File: config.mk
export PLATFORM = sky130hd
export DESIGN_NAME = wordcmd_spi_master
export DESIGN_NICKNAME = d
export VERILOG_FILES = /design/src/rtl/wordcmd_spi_master.sv
export SDC_FILE = /design/constraint.sdc
export NUM_CORES = 1
export LEC_CHECK = 0
export BUFFER_PORTS_ARGS = -buffer_cell sky130_fd_sc_hd__buf_2
export CORE_MARGIN = 2
export CORE_UTILIZATION = 50
export DETAILED_ROUTE_END_ITERATION = 8
export GPL_TIMING_DRIVEN = 1
export PLACE_DENSITY = 0.77
export SYNTH_ARGS = -nofsm -noshare
export SYNTH_HDL_FRONTEND = slang
export SYNTH_SLANG_ARGS = --single-unit
File: constraint.sdc
create_clock -name clk -period 9.55 [get_ports clk]
set_input_delay 0.955 -clock clk [delete_from_list [all_inputs] [get_ports clk]]
set_output_delay 0.955 -clock clk [all_outputs]
set_load 0.01 [all_outputs]
File: src/rtl/wordcmd_spi_master.sv
module wordcmd_spi_master #(
  parameter int NCS    = 4,
  parameter int DATA_W = 32,
  parameter int DIV_W  = 16,
  parameter int FLEN_W = 12
) (
  input  logic              clk,
  input  logic              rst_n,
  input  logic              reg_we,
  input  logic [2:0]        reg_addr,
  input  logic [31:0]       reg_wdata,
  output logic [31:0]       reg_rdata,
  output logic              sclk,
  output logic [NCS-1:0]    sel,
  output logic              dq0_o,
  output logic              dq0_oe,
  input  logic              dq0_i,
  input  logic              dq1_i
);
  localparam int CS_W = (NCS > 1) ? $clog2(NCS) : 1;
  localparam int NB_W = $clog2(DATA_W + 1);
  localparam int IX_W = $clog2(DATA_W);
  localparam int PW   = DIV_W + 1;
  localparam logic [31:0] CLK_MASK = 32'h8000_0000 | ((32'd1 << DIV_W) - 32'd1);
  localparam logic [2:0] A_CLK = 3'd0, A_MODE = 3'd1, A_CMD = 3'd2, A_STAT = 3'd3, A_DATA = 3'd4;

  logic [31:0]       clk_q, dc_q, cmd_q;
  logic [DATA_W-1:0] data_q;
  logic              busy_q, wc_q, rd_q, three_q, frame_q;
  logic [CS_W-1:0]   cs_q;
  logic [NB_W-1:0]   nbits_q, bit_q;
  logic [PW-1:0]     ph_q;
  logic [FLEN_W-1:0] flen_q, wdone_q;

  wire en = clk_q[31];
  wire [PW-1:0] per  = (clk_q[DIV_W-1:0] == '0) ? PW'(2) : PW'(clk_q[DIV_W-1:0]) + PW'(1);
  wire [PW-1:0] half = per >> 1;
  wire [7:0] mode = dc_q[{cs_q, 3'b000} +: 8];
  wire cpol = mode[0];
  wire cpha = mode[2];

  wire we_clk  = reg_we && reg_addr == A_CLK;
  wire we_mode = reg_we && reg_addr == A_MODE;
  wire we_cmd  = reg_we && reg_addr == A_CMD;
  wire we_data = reg_we && reg_addr == A_DATA;
  wire cmd_go  = we_cmd && !busy_q;

  wire [2:0] ctype = reg_wdata[18:16];
  wire [6:0] wl    = reg_wdata[25:19];
  wire start = cmd_go && (ctype == 3'd1 || ctype == 3'd2 || ctype == 3'd5 || ctype == 3'd6);
  wire inval = cmd_go && ctype == 3'd4;
  wire [CS_W-1:0] cs_new = reg_wdata[28 +: CS_W];
  wire [NB_W-1:0] nb_new = (32'(wl) >= DATA_W - 1) ? NB_W'(DATA_W) : NB_W'(wl) + NB_W'(1);

  wire bit_end  = busy_q && en && (ph_q >= per - PW'(1));
  wire last_bit = bit_end && (bit_q == nbits_q - NB_W'(1));
  wire din = three_q ? dq0_i : dq1_i;
  wire [FLEN_W-1:0] wdone_nx = wdone_q + FLEN_W'(1);
  wire [NB_W-1:0] idx = nbits_q - bit_q - NB_W'(1);

  always_ff @(posedge clk or negedge rst_n) begin
    if (!rst_n) begin
      clk_q <= '0; dc_q <= '0; cmd_q <= '0; data_q <= '0;
      busy_q <= 1'b0; wc_q <= 1'b0; rd_q <= 1'b0; three_q <= 1'b0; frame_q <= 1'b0;
      cs_q <= '0; nbits_q <= '0; bit_q <= '0; ph_q <= '0; flen_q <= '0; wdone_q <= '0;
    end else begin
      if (we_clk)  clk_q <= reg_wdata & CLK_MASK;
      if (we_mode) dc_q <= reg_wdata;
      if (we_data && !busy_q) data_q <= reg_wdata[DATA_W-1:0];
      if (cmd_go)  cmd_q <= reg_wdata;
      if (inval)   frame_q <= 1'b0;
      if (start) begin
        busy_q  <= 1'b1;
        wc_q    <= 1'b0;
        rd_q    <= ctype[0];
        three_q <= ctype[2];
        nbits_q <= nb_new;
        bit_q   <= '0;
        ph_q    <= '0;
        flen_q  <= reg_wdata[FLEN_W-1:0];
        cs_q    <= cs_new;
        frame_q <= 1'b1;
        if (ctype[0]) data_q <= '0;
        if (!frame_q || cs_new != cs_q) wdone_q <= '0;
      end
      if (busy_q && en) begin
        if (bit_end) begin
          ph_q <= '0;
          if (rd_q) data_q <= {data_q[DATA_W-2:0], din};
          if (last_bit) begin
            busy_q  <= 1'b0;
            wc_q    <= 1'b1;
            wdone_q <= wdone_nx;
            if (wdone_nx == flen_q) frame_q <= 1'b0;
          end else begin
            bit_q <= bit_q + NB_W'(1);
          end
        end else begin
          ph_q <= ph_q + PW'(1);
        end
      end
    end
  end

  assign dq0_oe = busy_q && !rd_q;
  assign dq0_o  = dq0_oe && data_q[idx[IX_W-1:0]];
  assign sclk   = cpol ^ (busy_q && (cpha ? (ph_q < half) : (ph_q >= half)));

  for (genvar i = 0; i < NCS; i++) begin : g_sel
    assign sel[i] = (frame_q && cs_q == CS_W'(i)) ? dc_q[8*i+1] : !dc_q[8*i+1];
  end

  always_comb begin
    case (reg_addr)
      A_CLK:   reg_rdata = clk_q;
      A_MODE:  reg_rdata = dc_q;
      A_CMD:   reg_rdata = cmd_q;
      A_STAT:  reg_rdata = {30'd0, wc_q, busy_q};
      A_DATA:  reg_rdata = 32'(data_q);
      default: reg_rdata = '0;
    endcase
  end
endmodule

==> impl_summary.log, run 1 <==
INFO  metric syn_inst = 1140
INFO  metric setup_ws = 4645 ps
INFO  metric stdcell_area = 11940 um^2
INFO  metric die_width = 151.2 um
INFO  metric tritoncts_num_sinks = 173
INFO  metric first_pass_iters = 5
INFO  metric share_of_synthesized_area_occupied_by_flip_flops_and_latches = 0.3997
INFO  metric post_detailed_route_count_of_antenna_violating_nets = 0
INFO  metric yosys.area.top_type = dfrtp_1
INFO  metric routed_via_density = 6.039
INFO  metric netlist-cell-type-count = 73
INFO  metric hp-class = reg -> reg
INFO  metric skew_final = 12.50 ps
INFO  metric result_of_the_run = finished clean
INFO  metric power-per-cell-area = 249.5 nW/um^2
INFO  metric layout.nets = 1264
INFO  metric post_cts_resized = 0
INFO  metric report.final.hold_viol_count = 0
INFO  metric synth_top_flop_cell = dfrtp_1
INFO  metric synth_edf_count = 0
INFO  metric global_route_total_usage_across_every_layer = 0.2600
INFO  metric async_set_or_reset_flop_fraction_in_the_synthesized_netlist = 1.000
INFO  metric power_leakage = 5.451 nW
INFO  metric fraction_of_final_layout_cells_sized_beyond_drive_strength_1 = 0.1889
INFO  metric setup.worst_path.class = reg -> out
INFO  metric vdd_ir_drop_max = 0.1343 mV
INFO  metric h-tree-depth = 4
INFO  metric worst-path-max-fanout = 7
INFO  metric cts.path.max_buffers = 2
INFO  metric synth-adder-area-share = 0.05268
INFO  metric grt_residual_overflow = 0
INFO  metric drtIter0Drc = 722
INFO  metric routed_wirelength = 28680 um
INFO  metric detailroute.via_count = 8853
INFO  metric cts.root.buffer_cell = clkbuf_16
INFO  metric wl_per_cell = 19.56 um
INFO  metric critical_path_required = 8600 ps
INFO  metric place_hpwl = 19750 um
INFO  metric final_period_util = 0.5136
INFO  metric hold_slack = 475.2 ps
INFO  metric start_util = 0.5120
INFO  metric core_area = 21150 um^2
INFO  metric clock_latency = 440 ps
INFO  metric drt_drc_violations_left = 0
INFO  metric number_of_global_route_vias_before_repair = 8453
INFO  metric worst_slew_pin_slew = 1147 ps
INFO  metric pre_cts_ws = 4901 ps
INFO  metric rsz0062_at_grt = no
INFO  metric yosys.area.top_type_share = 0.3997
INFO  metric buffer_ports.inserted = 78
INFO  metric worstSetupEndpointType = primary output
INFO  metric postSynthAreaPerCell = 9.500 um^2
INFO  metric critPathArrivalTime = 3950 ps
INFO  metric synthesis.area = 10830 um^2
INFO  metric syn-num-nets = 1225
INFO  metric ys_warn_count = 0
INFO  metric floorplan.rows = 53
INFO  metric io_pins = 79
INFO  metric fmaxAchievable = 203.9 MHz
INFO  metric cts_tree = done
INFO  metric total_cts_buffers = 17
INFO  metric max-cap-violations = 0
INFO  metric antenna_found_initial = 0
INFO  metric post-route-util = 0.5644
INFO  metric dominant_cell_by_count_in_the_synthesized_netlist = nand2_1
INFO  metric sum_of_negative_setup_slack = 0 ps
INFO  metric antennaDiodeCount = 0
INFO  metric area_of_the_die = 22850 um^2
INFO  metric final_period_minus_worst_setup_slack = 4905 ps
INFO  metric synth_area_in_compound_gates = 0.1342
INFO  metric synth_top_cells_by_count = nand2_1, dfrtp_1, o21ai_0
INFO  metric yosys.area_share.xor_xnor = 0.05719
INFO  metric rd_place_congestion = 0.8915
INFO  metric largest_net_degree_at_the_start_of_global_routing = 105
INFO  metric die_h = 151.2 um
INFO  metric yosys-top-cells-area = dfrtp_1, nand2_1, mux2_2, mux2i_1, ha_1
INFO  metric grt_pass1_wl = 45980 um
INFO  metric setup-violations-final = 0
INFO  metric synth_simple_gate_area_share = 0.1705
INFO  metric worst_setup_hold_path_clk_slew = 70 ps
INFO  metric cts.hold.buffers_added = 0
INFO  metric synth.area.mux_share = 0.1458
INFO  metric placed_cell_area = 11360 um^2
INFO  metric critical_path.startpoint_type = register
INFO  metric cts_setup_buffers = 0
INFO  metric dominant_combinational_cell_family_by_area_after_synthesis = simple AND/OR/NAND/NOR gates
INFO  metric worst_max_slew_margin_expressed_relative_to_the_limit = 0.2344
INFO  metric final_max_slew_viol_count = 0
INFO  metric rrSetupSlack = 4810 ps
INFO  metric area_growth_syn_to_layout = 10.25%
INFO  metric yosys_register_bits = 173
[area by class of cell]
type                       instances  area, um^2
tap                              275       344.1
timing repair buffer              89       479.2
sequential                       173        4329
multi-input combinational        873        6115
clock buffer                      17       425.4
inverter                          25       93.84
clock inverter                    14       153.9
fill                            1803        9214
[cells in the final DEF (no fill, tap or decap), types with 40 or more instances in the layout]
cell / netlist / final
nand2_1: 218 / 218
dfrtp_1: 173 / 173
buf_2: 16 / 77
o21ai_0: 72 / 72
mux2_2: 62 / 62
mux2i_1: 61 / 61
nor2_1: 48 / 48
a21oi_1: 45 / 45
ha_1: 44 / 44
xnor2_1: 40 / 40
[kinds of logic after synthesis]
logic type / count (synthesis)
AOI/OAI and AO/OA: 228
xor gates and xnor gates: 69
adders and majority gates: 45
buffers and inverters: 94
DFF: 173
muxes: 135
and+or+nand+nor: 396
[critical path, cell delays in order (launching register included)]
cell and delay, ps:
dfrtp_1 470, inv_1 130, ha_1 210, nor4b_1 130, nand4_1 270, inv_1 160
or2_2 320, ha_1 290, nor2b_1 130, o21ai_0 140, nand2b_1 70, a221oi_1 420
a21boi_0 170, o2111ai_1 260, xnor2_1 180, buf_2 170
[sequential cells by signal (all words and copies together), names as in the netlist, 2 cells and up]
register / count
data_q: 32
nbits_q: 6
ph_q: 17
cmd_q: 32
bit_q: 6
clk_q: 17
dc_q: 32
flen_q: 12
cs_q: 2
wdone_q: 12
[power by group]
part           switching (W)  leakage, nW  internal, W
combinational       0.000536         3.06     0.000494
clock               0.000340        0.277     0.000370
sequential          0.000277         2.12     0.000963
[metal layers]
| metal | wire length, um | vias to the layer above | global-route usage |
|---|---|---|---|
| li1 | - | 4116 | - |
| met1 | 12680 | 4356 | 0.3687 |
| met2 | 13450 | 329 | 0.4084 |
| met3 | 1893 | 52 | 0.04910 |
| met4 | 650 | 0 | 0.07477 |
| met5 | 0 | - | 0 |
[stage by stage]
step / instances / power, W
after global routing: 1466 / 0.003159
after detailed placement: 1435 / 0.002260
final: 1466 / 0.002980
after global placement: 1435 / 0.002219
after floorplan: 1140 / 0.001943
after CTS: 1466 / 0.002975
[path summary, 6_finish.rpt]
kind	start	end	depth (start not counted)
hold / removal	cmd_q[9]	cmd_q[9]	2
setup reg to reg	clk_q[0]	wdone_q[5]	16
max in group asynchronous	rst_n	dc_q[24]	2
setup / recovery	clk_q[0]	sclk	15
min in group asynchronous	rst_n	ph_q[4]	1
hold reg to reg	cmd_q[9]	cmd_q[9]	2
No activity file was read; power rests on OpenSTA's default activity.
==> run 2, diff against run 1 <==
--- a/config.mk
+++ b/config.mk
@@ -5,12 +5,13 @@
 export SDC_FILE = /design/constraint.sdc
 export NUM_CORES = 1
 export LEC_CHECK = 0
+export ABC_AREA = 1
 export BUFFER_PORTS_ARGS = -buffer_cell sky130_fd_sc_hd__buf_2
 export CORE_MARGIN = 2
 export CORE_UTILIZATION = 50
 export DETAILED_ROUTE_END_ITERATION = 8
 export GPL_TIMING_DRIVEN = 1
-export PLACE_DENSITY = 0.77
+export PLACE_DENSITY = 0.8
 export SYNTH_ARGS = -nofsm -noshare
 export SYNTH_HDL_FRONTEND = slang
 export SYNTH_SLANG_ARGS = --single-unit
==> constraint.sdc (replaced) <==
create_clock -name clk -period 4.4 [get_ports clk]
set_input_delay 0.44 -clock clk [delete_from_list [all_inputs] [get_ports clk]]
set_output_delay 0.44 -clock clk [all_outputs]
set_load 0.01 [all_outputs]
==> impl_summary.log, run 2 <==
INFO  metric routed_wirelength = 31270 um (+9.0%)
INFO  metric yosys.area.top_type = dfrtp_1
INFO  metric max-cap-violations = 0 (unchanged)
INFO  metric number_of_global_route_vias_before_repair = 9905 (+17%)
INFO  metric synthesis.area = 10970 um^2 (+1.3%)
INFO  metric fmaxAchievable = 256.7 MHz
INFO  metric final_max_slew_viol_count = 0 (unchanged)
INFO  metric buffer_ports.inserted = 78 (unchanged)
INFO  metric start_util = 0.5059 (-0.006035)
INFO  metric hp-class = in -> async
INFO  metric ys_warn_count = 0 (unchanged)
INFO  metric fill_cells = 2016 (+12%)
INFO  metric fraction_of_final_layout_cells_sized_beyond_drive_strength_1 = 0.09919 (-0.08972)
INFO  metric die_width = 152.1 um (+0.64%)
INFO  metric sum_of_negative_setup_slack = 0 ps (unchanged)
INFO  metric ff_latch_area = 4329 um^2 (unchanged)
INFO  metric place_hpwl = 22180 um (+12%)
INFO  metric largest_registers_ranked_by_flip_flop_count = cmd_q x32, data_q x32, dc_q x32
INFO  metric antenna_found_initial = 0 (unchanged)
INFO  metric drtIter0Drc = 907 (+26%)
INFO  metric vdd_ir_drop_max = 0.3052 mV (+130%)
INFO  metric final_period_util = 0.8854
INFO  metric yosys_register_bits = 173 (unchanged)
INFO  metric wl_per_cell = 16.52 um (-16%)
INFO  metric io_pins = 79 (unchanged)
INFO  metric worst_slew_pin_slew = 1155 ps (+7.559 ps)
INFO  metric cts_tree = done
INFO  metric routed_via_density = 5.581 (-7.6%)
INFO  metric final_non_filler_cell_total = 1893 (+29%)
INFO  metric clock_latency = 450 ps (about the same)
INFO  metric floorplan.rows = 54 (+1.9%)
INFO  metric final_period_minus_worst_setup_slack = 3896 ps
INFO  metric area_of_the_die = 23150 um^2 (+1.3%)
INFO  metric power_leakage = 6.067 nW (+11%)
INFO  metric syn_inst = 1547 (+36%)
INFO  metric synth_top_cells_by_count = nand2_1, o21ai_0, dfrtp_1
INFO  metric area_growth_syn_to_layout = 11.33%
INFO  metric netlist-cell-type-count = 42 (-42%)
INFO  metric share_of_synthesized_area_occupied_by_flip_flops_and_latches = 0.3945 (-0.005196)
INFO  metric worstSetupEndpointType = register
INFO  metric yosys.area.top_type_share = 0.3945 (-0.005196)
INFO  metric setup-violations-final = 0 (unchanged)
INFO  metric grt_pass1_wl = 50790 um (+10%)
INFO  metric global_route_total_usage_across_every_layer = 0.2713 (+0.01126)
INFO  metric cts_setup_buffers = 0 (unchanged)
INFO  metric post-layout-total-power = 0.007023 W (+140%)
INFO  metric first_pass_iters = 5 (unchanged)
INFO  metric worst-path-max-fanout = 49 (+42)
INFO  metric area_of_the_multi_input_gates = 5774 um^2 (-5.6%)
INFO  metric leading_cell_types_in_the_layout_fill_and_taps_excluded = nand2_1, o21ai_0, dfrtp_1
INFO  metric drt_drc_violations_left = 0 (unchanged)
INFO  metric cts.hold.buffers_added = 0 (unchanged)
INFO  metric setup.worst_path.class = reg -> reg
INFO  metric h-tree-depth = 4 (unchanged)
INFO  metric critical_path.startpoint_type = register
INFO  metric core_area = 21690 um^2 (+2.5%)
INFO  metric final_common_cell = nand2_1
INFO  metric die_h = 152.1 um (+0.64%)
INFO  metric worst_setup_hold_path_clk_slew = 70 ps (about the same)
INFO  metric critical_path_required = 4750 ps (-3850 ps)
INFO  metric postSynthAreaPerCell = 7.093 um^2 (-25%)
INFO  metric report.final.hold_viol_count = 0 (unchanged)
INFO  metric antennaDiodeCount = 0 (unchanged)
INFO  metric cts.root.buffer_cell = clkbuf_16
INFO  metric syn-num-nets = 1632 (+33%)
INFO  metric detailroute.via_count = 10564 (+19%)
INFO  metric synth_top_flop_cell = dfrtp_1
INFO  metric skew_final = 16.94 ps (+4.436 ps)
INFO  metric post_cts_resized = 0 (unchanged)
INFO  metric result_of_the_run = finished clean
INFO  metric dominant_cell_by_count_in_the_synthesized_netlist = nand2_1
INFO  metric worst_case_reg_to_reg_path_depth = 23 (+7)
INFO  metric dpl.cell_count = 1861 (+30%)
INFO  metric grt_residual_overflow = 0 (unchanged)
INFO  metric layout.nets = 1685 (+33%)
INFO  metric synth_edf_count = 0 (unchanged)
INFO  metric hold_slack = 143.5 ps (-331.7 ps)
INFO  metric rd_place_congestion = 0.9309 (+4.4%)
INFO  metric critPathArrivalTime = 4250 ps (+300 ps)
INFO  metric cts.path.max_buffers = 2 (unchanged)
INFO  metric rsz0062_at_grt = no
INFO  metric total_cts_buffers = 17 (unchanged)
INFO  metric async_set_or_reset_flop_fraction_in_the_synthesized_netlist = 1.000 (unchanged)
INFO  metric largest_net_degree_at_the_start_of_global_routing = 174 (+66%)
INFO  metric yosys-top-cells-area = dfrtp_1, nand2_1, o21ai_0, inv_1, ha_1
INFO  metric post_detailed_route_count_of_antenna_violating_nets = 0 (unchanged)
INFO  metric power-per-cell-area = 574.9 nW/um^2 (+130%)
INFO  metric tritoncts_num_sinks = 173 (unchanged)
INFO  metric worst_max_slew_margin_expressed_relative_to_the_limit = 0.2276 (-0.006886)
## run 2: cell types whose count changed after synthesis, moves of 31 or more
cell	previous run	this run
o31ai_1	32	1
inv_1	25	164
nor2_1	48	97
nand3_1	33	89
o21ai_0	72	191
nand2_1	218	511
o211ai_1	2	38
mux2i_1	61	0
mux2_2	62	1
## run 2: final cells by class
| cell class | instances | area share |
|---|---|---|
| Multi-Input combinational cell | 1143 | 0.4727 |
| Sequential cell | 173 | 0.3544 |
| Clock inverter | 15 | 0.01383 |
| Tap cell | 280 | 0.02868 |
| Inverter | 175 | 0.05377 |
| Clock buffer | 17 | 0.03482 |
| Timing Repair Buffer | 90 | 0.04189 |
## run 2: cells by family (layout without fill, tap and decap cells)
logic type | Yosys count | after routing | synth area share
buffers and inverters | 231 | 297 | 0.08039
muxes | 1 | 1 | 0.001026
and+or+nand+nor | 778 | 778 | 0.2986
AOI/OAI and AO/OA | 288 | 288 | 0.1474
xor gates and xnor gates | 31 | 31 | 0.02600
adders and majority gates | 45 | 45 | 0.05200
DFF | 173 | 173 | 0.3945
## run 2: path summary, 6_finish.rpt
kind                               start    endpoint  slack (ps)
min in group clk           reg_wdata[26]    dc_q[26]         260
hold reg to reg                 dc_q[23]    dc_q[23]         490
max in group asynchronous          rst_n   clk_q[12]        3500
hold / removal                     rst_n  wdone_q[8]         140
setup reg to reg                clk_q[0]   data_q[2]         500
setup / recovery                clk_q[0]   data_q[2]         500
## run 2: critical path, cell delays in order, from the launching register on
cell and delay, ps:
dfrtp_1 450, inv_1 190, ha_1 180, nand4_1 100
nor2_1 90, nand2_1 130, nand2_1 140, nand3_1 160
nor2_1 240, nand3_1 110, nand2_1 60, nand2_1 60
ha_1 310, nand2_1 60, nor3_1 210, nand2_1 80
nand2_1 60, nor2_1 40, nand2_2 160, nand2_1 150
nor2_4 350, buf_12 270, nand2_1 100, o21ai_0 90
## run 2: power by group
group,total (W),switching [W],internal (W)
Sequential,0.00258,0.000523,0.00205
Combinational,0.00292,0.00183,0.00109
Clock,0.00153,0.000762,0.000766
## run 2: per-stage QoR
step	instance area, um^2	setup WS (ps)	utilization
final	12220	504.4	0.5633
after global routing	12220	127.7	0.5633
after CTS	12220	535.1	0.5633
after detailed placement	11620	571.2	0.5359
after global placement	11620	671.9	0.5359
after floorplan	10970	1295	-
## run 2: metal layers
layer	global-route usage	share of wire
met2	0.4545	0.47
met3	0.04152	0.068
met5	0	0
met4	0.1006	0.031
met1	0.3578	0.43
==> run 3, diff against run 2 <==
--- a/config.mk
+++ b/config.mk
@@ -8,10 +8,11 @@
 export ABC_AREA = 1
 export BUFFER_PORTS_ARGS = -buffer_cell sky130_fd_sc_hd__buf_2
 export CORE_MARGIN = 2
-export CORE_UTILIZATION = 50
+export CORE_UTILIZATION = 30
 export DETAILED_ROUTE_END_ITERATION = 8
 export GPL_TIMING_DRIVEN = 1
-export PLACE_DENSITY = 0.8
+export PLACE_DENSITY = 0.56
+export REMOVE_ABC_BUFFERS = 1
 export SYNTH_ARGS = -nofsm -noshare
 export SYNTH_HDL_FRONTEND = slang
 export SYNTH_SLANG_ARGS = --single-unit
==> impl_summary.log, run 3 (synthesis results as in run 2) <==
INFO  metric global_route_total_usage_across_every_layer = 0.1809 (-0.09035)
INFO  metric h-tree-depth = 4 (unchanged)
INFO  metric worst_case_reg_to_reg_path_depth = 22 (-4.3%)
INFO  metric p_int = 0.004000 W (+2.4%)
INFO  metric seq_power_share = 0.361 (-0.006)
INFO  metric antenna_found_initial = 0 (unchanged)
INFO  metric cts.path.max_buffers = 2 (unchanged)
INFO  metric power.net_switching = 0.003081 W (-1.1%)
INFO  metric critPathArrivalTime = 3410 ps (-840 ps)
INFO  metric max-cap-violations = 0 (unchanged)
INFO  metric worst-path-max-fanout = 5 (-90%)
INFO  metric wl_per_cell = 16.33 um (-1.1%)
INFO  metric core_area = 36350 um^2 (+68%)
INFO  metric start_util = 0.3019 (-0.2040)
INFO  metric final_max_slew_viol_count = 0 (unchanged)
INFO  metric place_hpwl = 24250 um (+9.3%)
INFO  metric sum_of_negative_setup_slack = 0 ps (unchanged)
INFO  metric largest_registers_ranked_by_flip_flop_count = cmd_q x32, data_q x32, dc_q x32
INFO  metric routed_via_density = 4.965 (-11%)
INFO  metric worst_slew_pin_slew = 1184 ps (+29.56 ps)
INFO  metric drt_drc_violations_left = 0 (unchanged)
INFO  metric result_of_the_run = finished clean
INFO  metric die_width = 195.3 um (+28%)
INFO  metric worstSetupEndpointType = primary output
INFO  metric detailroute.via_count = 10333 (-2.2%)
INFO  metric die_h = 195.3 um (+28%)
INFO  metric leading_cell_types_in_the_layout_fill_and_taps_excluded = nand2_1, o21ai_0, dfrtp_1
INFO  metric post_cts_resized = 0 (unchanged)
INFO  metric critical_path_required = 3960 ps (-790 ps)
INFO  metric fill_cells = 3862 (+92%)
INFO  metric antennaDiodeCount = 0 (unchanged)
INFO  metric cts.root.buffer_cell = clkbuf_16
INFO  metric final_period_minus_worst_setup_slack = 3851 ps (-44.47 ps)
INFO  metric report.final.hold_viol_count = 0 (unchanged)
INFO  metric critical_path.startpoint_type = register
INFO  metric sw_frac_of_total = 0.4351 (-0.008549)
INFO  metric cts_setup_buffers = 0 (unchanged)
INFO  metric vdd_ir_drop_max = 0.3040 mV (-0.37%)
INFO  metric worst_setup_hold_path_clk_slew = 70 ps (about the same)
INFO  metric total_cts_buffers = 17 (unchanged)
INFO  metric floorplan.rows = 70 (+30%)
INFO  metric grt_residual_overflow = 0 (unchanged)
INFO  metric setup.worst_path.class = reg -> out
INFO  metric worst_max_slew_margin_expressed_relative_to_the_limit = 0.2078 (-0.01978)
INFO  metric reg2reg_to = data_q[12]
INFO  metric io_pins = 79 (unchanged)
INFO  metric routed_wirelength = 33990 um (+8.7%)
INFO  metric grt_pass1_wl = 54180 um (+6.7%)
INFO  metric setup-violations-final = 0 (unchanged)
INFO  metric final_period_util = 0.8753 (-0.01011)
INFO  metric final_common_cell = nand2_1
INFO  metric cts_tree = done
INFO  metric hp-class = in -> async
INFO  metric rrSetupSlack = 550 ps (+40 ps)
INFO  metric drtIter0Drc = 810 (-11%)
INFO  metric tritoncts_num_sinks = 173 (unchanged)
INFO  metric hold_slack = 95.30 ps (-48.18 ps)
INFO  metric clock_power_share = 0.219 (about the same)
INFO  metric regToRegStartpoint = clk_q[0]
INFO  metric area_growth_syn_to_layout = 13.39%
INFO  metric rsz0062_at_grt = no
INFO  metric rd_place_congestion = 0.8487 (-8.8%)
INFO  metric clock_latency = 440 ps (about the same)
INFO  metric power_leakage = 6.077 nW (+0.17%)
INFO  metric largest_net_degree_at_the_start_of_global_routing = 93 (-47%)
INFO  metric skew_final = 16.87 ps (-0.06250 ps)
INFO  metric post_detailed_route_count_of_antenna_violating_nets = 0 (unchanged)
INFO  metric area_of_the_die = 38120 um^2 (+65%)
INFO  metric power-per-cell-area = 569.1 nW/um^2 (-1.0%)
INFO  metric first_pass_iters = 5 (unchanged)
INFO  metric fmaxAchievable = 259.7 MHz (+1.2%)
INFO  metric fraction_of_final_layout_cells_sized_beyond_drive_strength_1 = 0.09733 (-0.001860)
INFO  metric layout.nets = 1686 (+0.059%)
INFO  metric cts.hold.buffers_added = 0 (unchanged)
INFO  metric number_of_global_route_vias_before_repair = 9689 (-2.2%)
INFO  metric comb_power_share = 0.420 (+0.004)
INFO  metric buffer_ports.inserted = 78 (unchanged)
-- run 3: final cells by class --
type	count	area [um^2]	area share
flip-flops and latches	173	4329	0.3479
clock buffers	22	484.2	0.03892
clock inverters	9	100.1	0.008045
multi-input cells	1143	5767	0.4635
inverters	175	656.9	0.05280
repair buffers	91	519.2	0.04173
well taps	468	585.6	0.04706
-- run 3: power by group through the flow --
stage	logic [W]	registers [W]	clock network [W]
after detailed placement	0.00297	0.00258	0
after global placement	0.00292	0.00257	0
final	0.00297	0.00256	0.00155
after floorplan	0.00214	0.00241	0
after CTS	0.00298	0.00255	0.00157
after global routing	0.00345	0.00263	0.00165
-- run 3: worst max-delay path, stage by stage, from the launching register on --
cell and delay (ps):
dfrtp_1 420, ha_1 280, nand3_2 130, nor2_2 170
nand2_1 110, o21ai_0 150, nand2_1 160, ha_1 320
nand2_1 50, nor2_1 140, nand4_1 240, nor3_1 200
nor2_1 80, nand2_1 60, nand2_1 60, nand3_1 70
nand2_1 50, nand2_1 120, buf_2 150
-- run 3: metrics by stage --
stage	cell area [um^2]	util	power, W	cells	setup slack, ps
finish	12440	0.3423	0.007080	2081	548.9
global route	12440	0.3423	0.007725	2081	88.74
global placement	11860	0.3262	0.005491	2050	644.7
CTS	12440	0.3423	0.007111	2081	527.4
floorplan	10750	-	0.004551	1491	926.2
detailed placement	11860	0.3262	0.005543	2050	578.2
-- run 3: how the worst max path moves through the flow --
stage	cells past startpoint	start	slack, ps	endpoint
4_1_cts	18	clk_q[1]	530	sclk
3_5_place_dp	22	clk_q[0]	580	data_q[12]
6_report	18	clk_q[0]	550	sclk
5_1_grt	24	clk_q[0]	90	data_q[22]
2_1_floorplan	24	clk_q[1]	930	data_q[0]
3_3_place_gp	22	clk_q[0]	640	wdone_q[11]
-- run 3: routing by layer --
metal | vias up | wire length, um | global-route usage
met3 | 34 | 1480 | 0.02694
met1 | 4892 | 16420 | 0.2544
met2 | 233 | 15530 | 0.2899
li1 | 5174 | - | -
met5 | - | 0 | 0
met4 | 0 | 566 | 0.04948
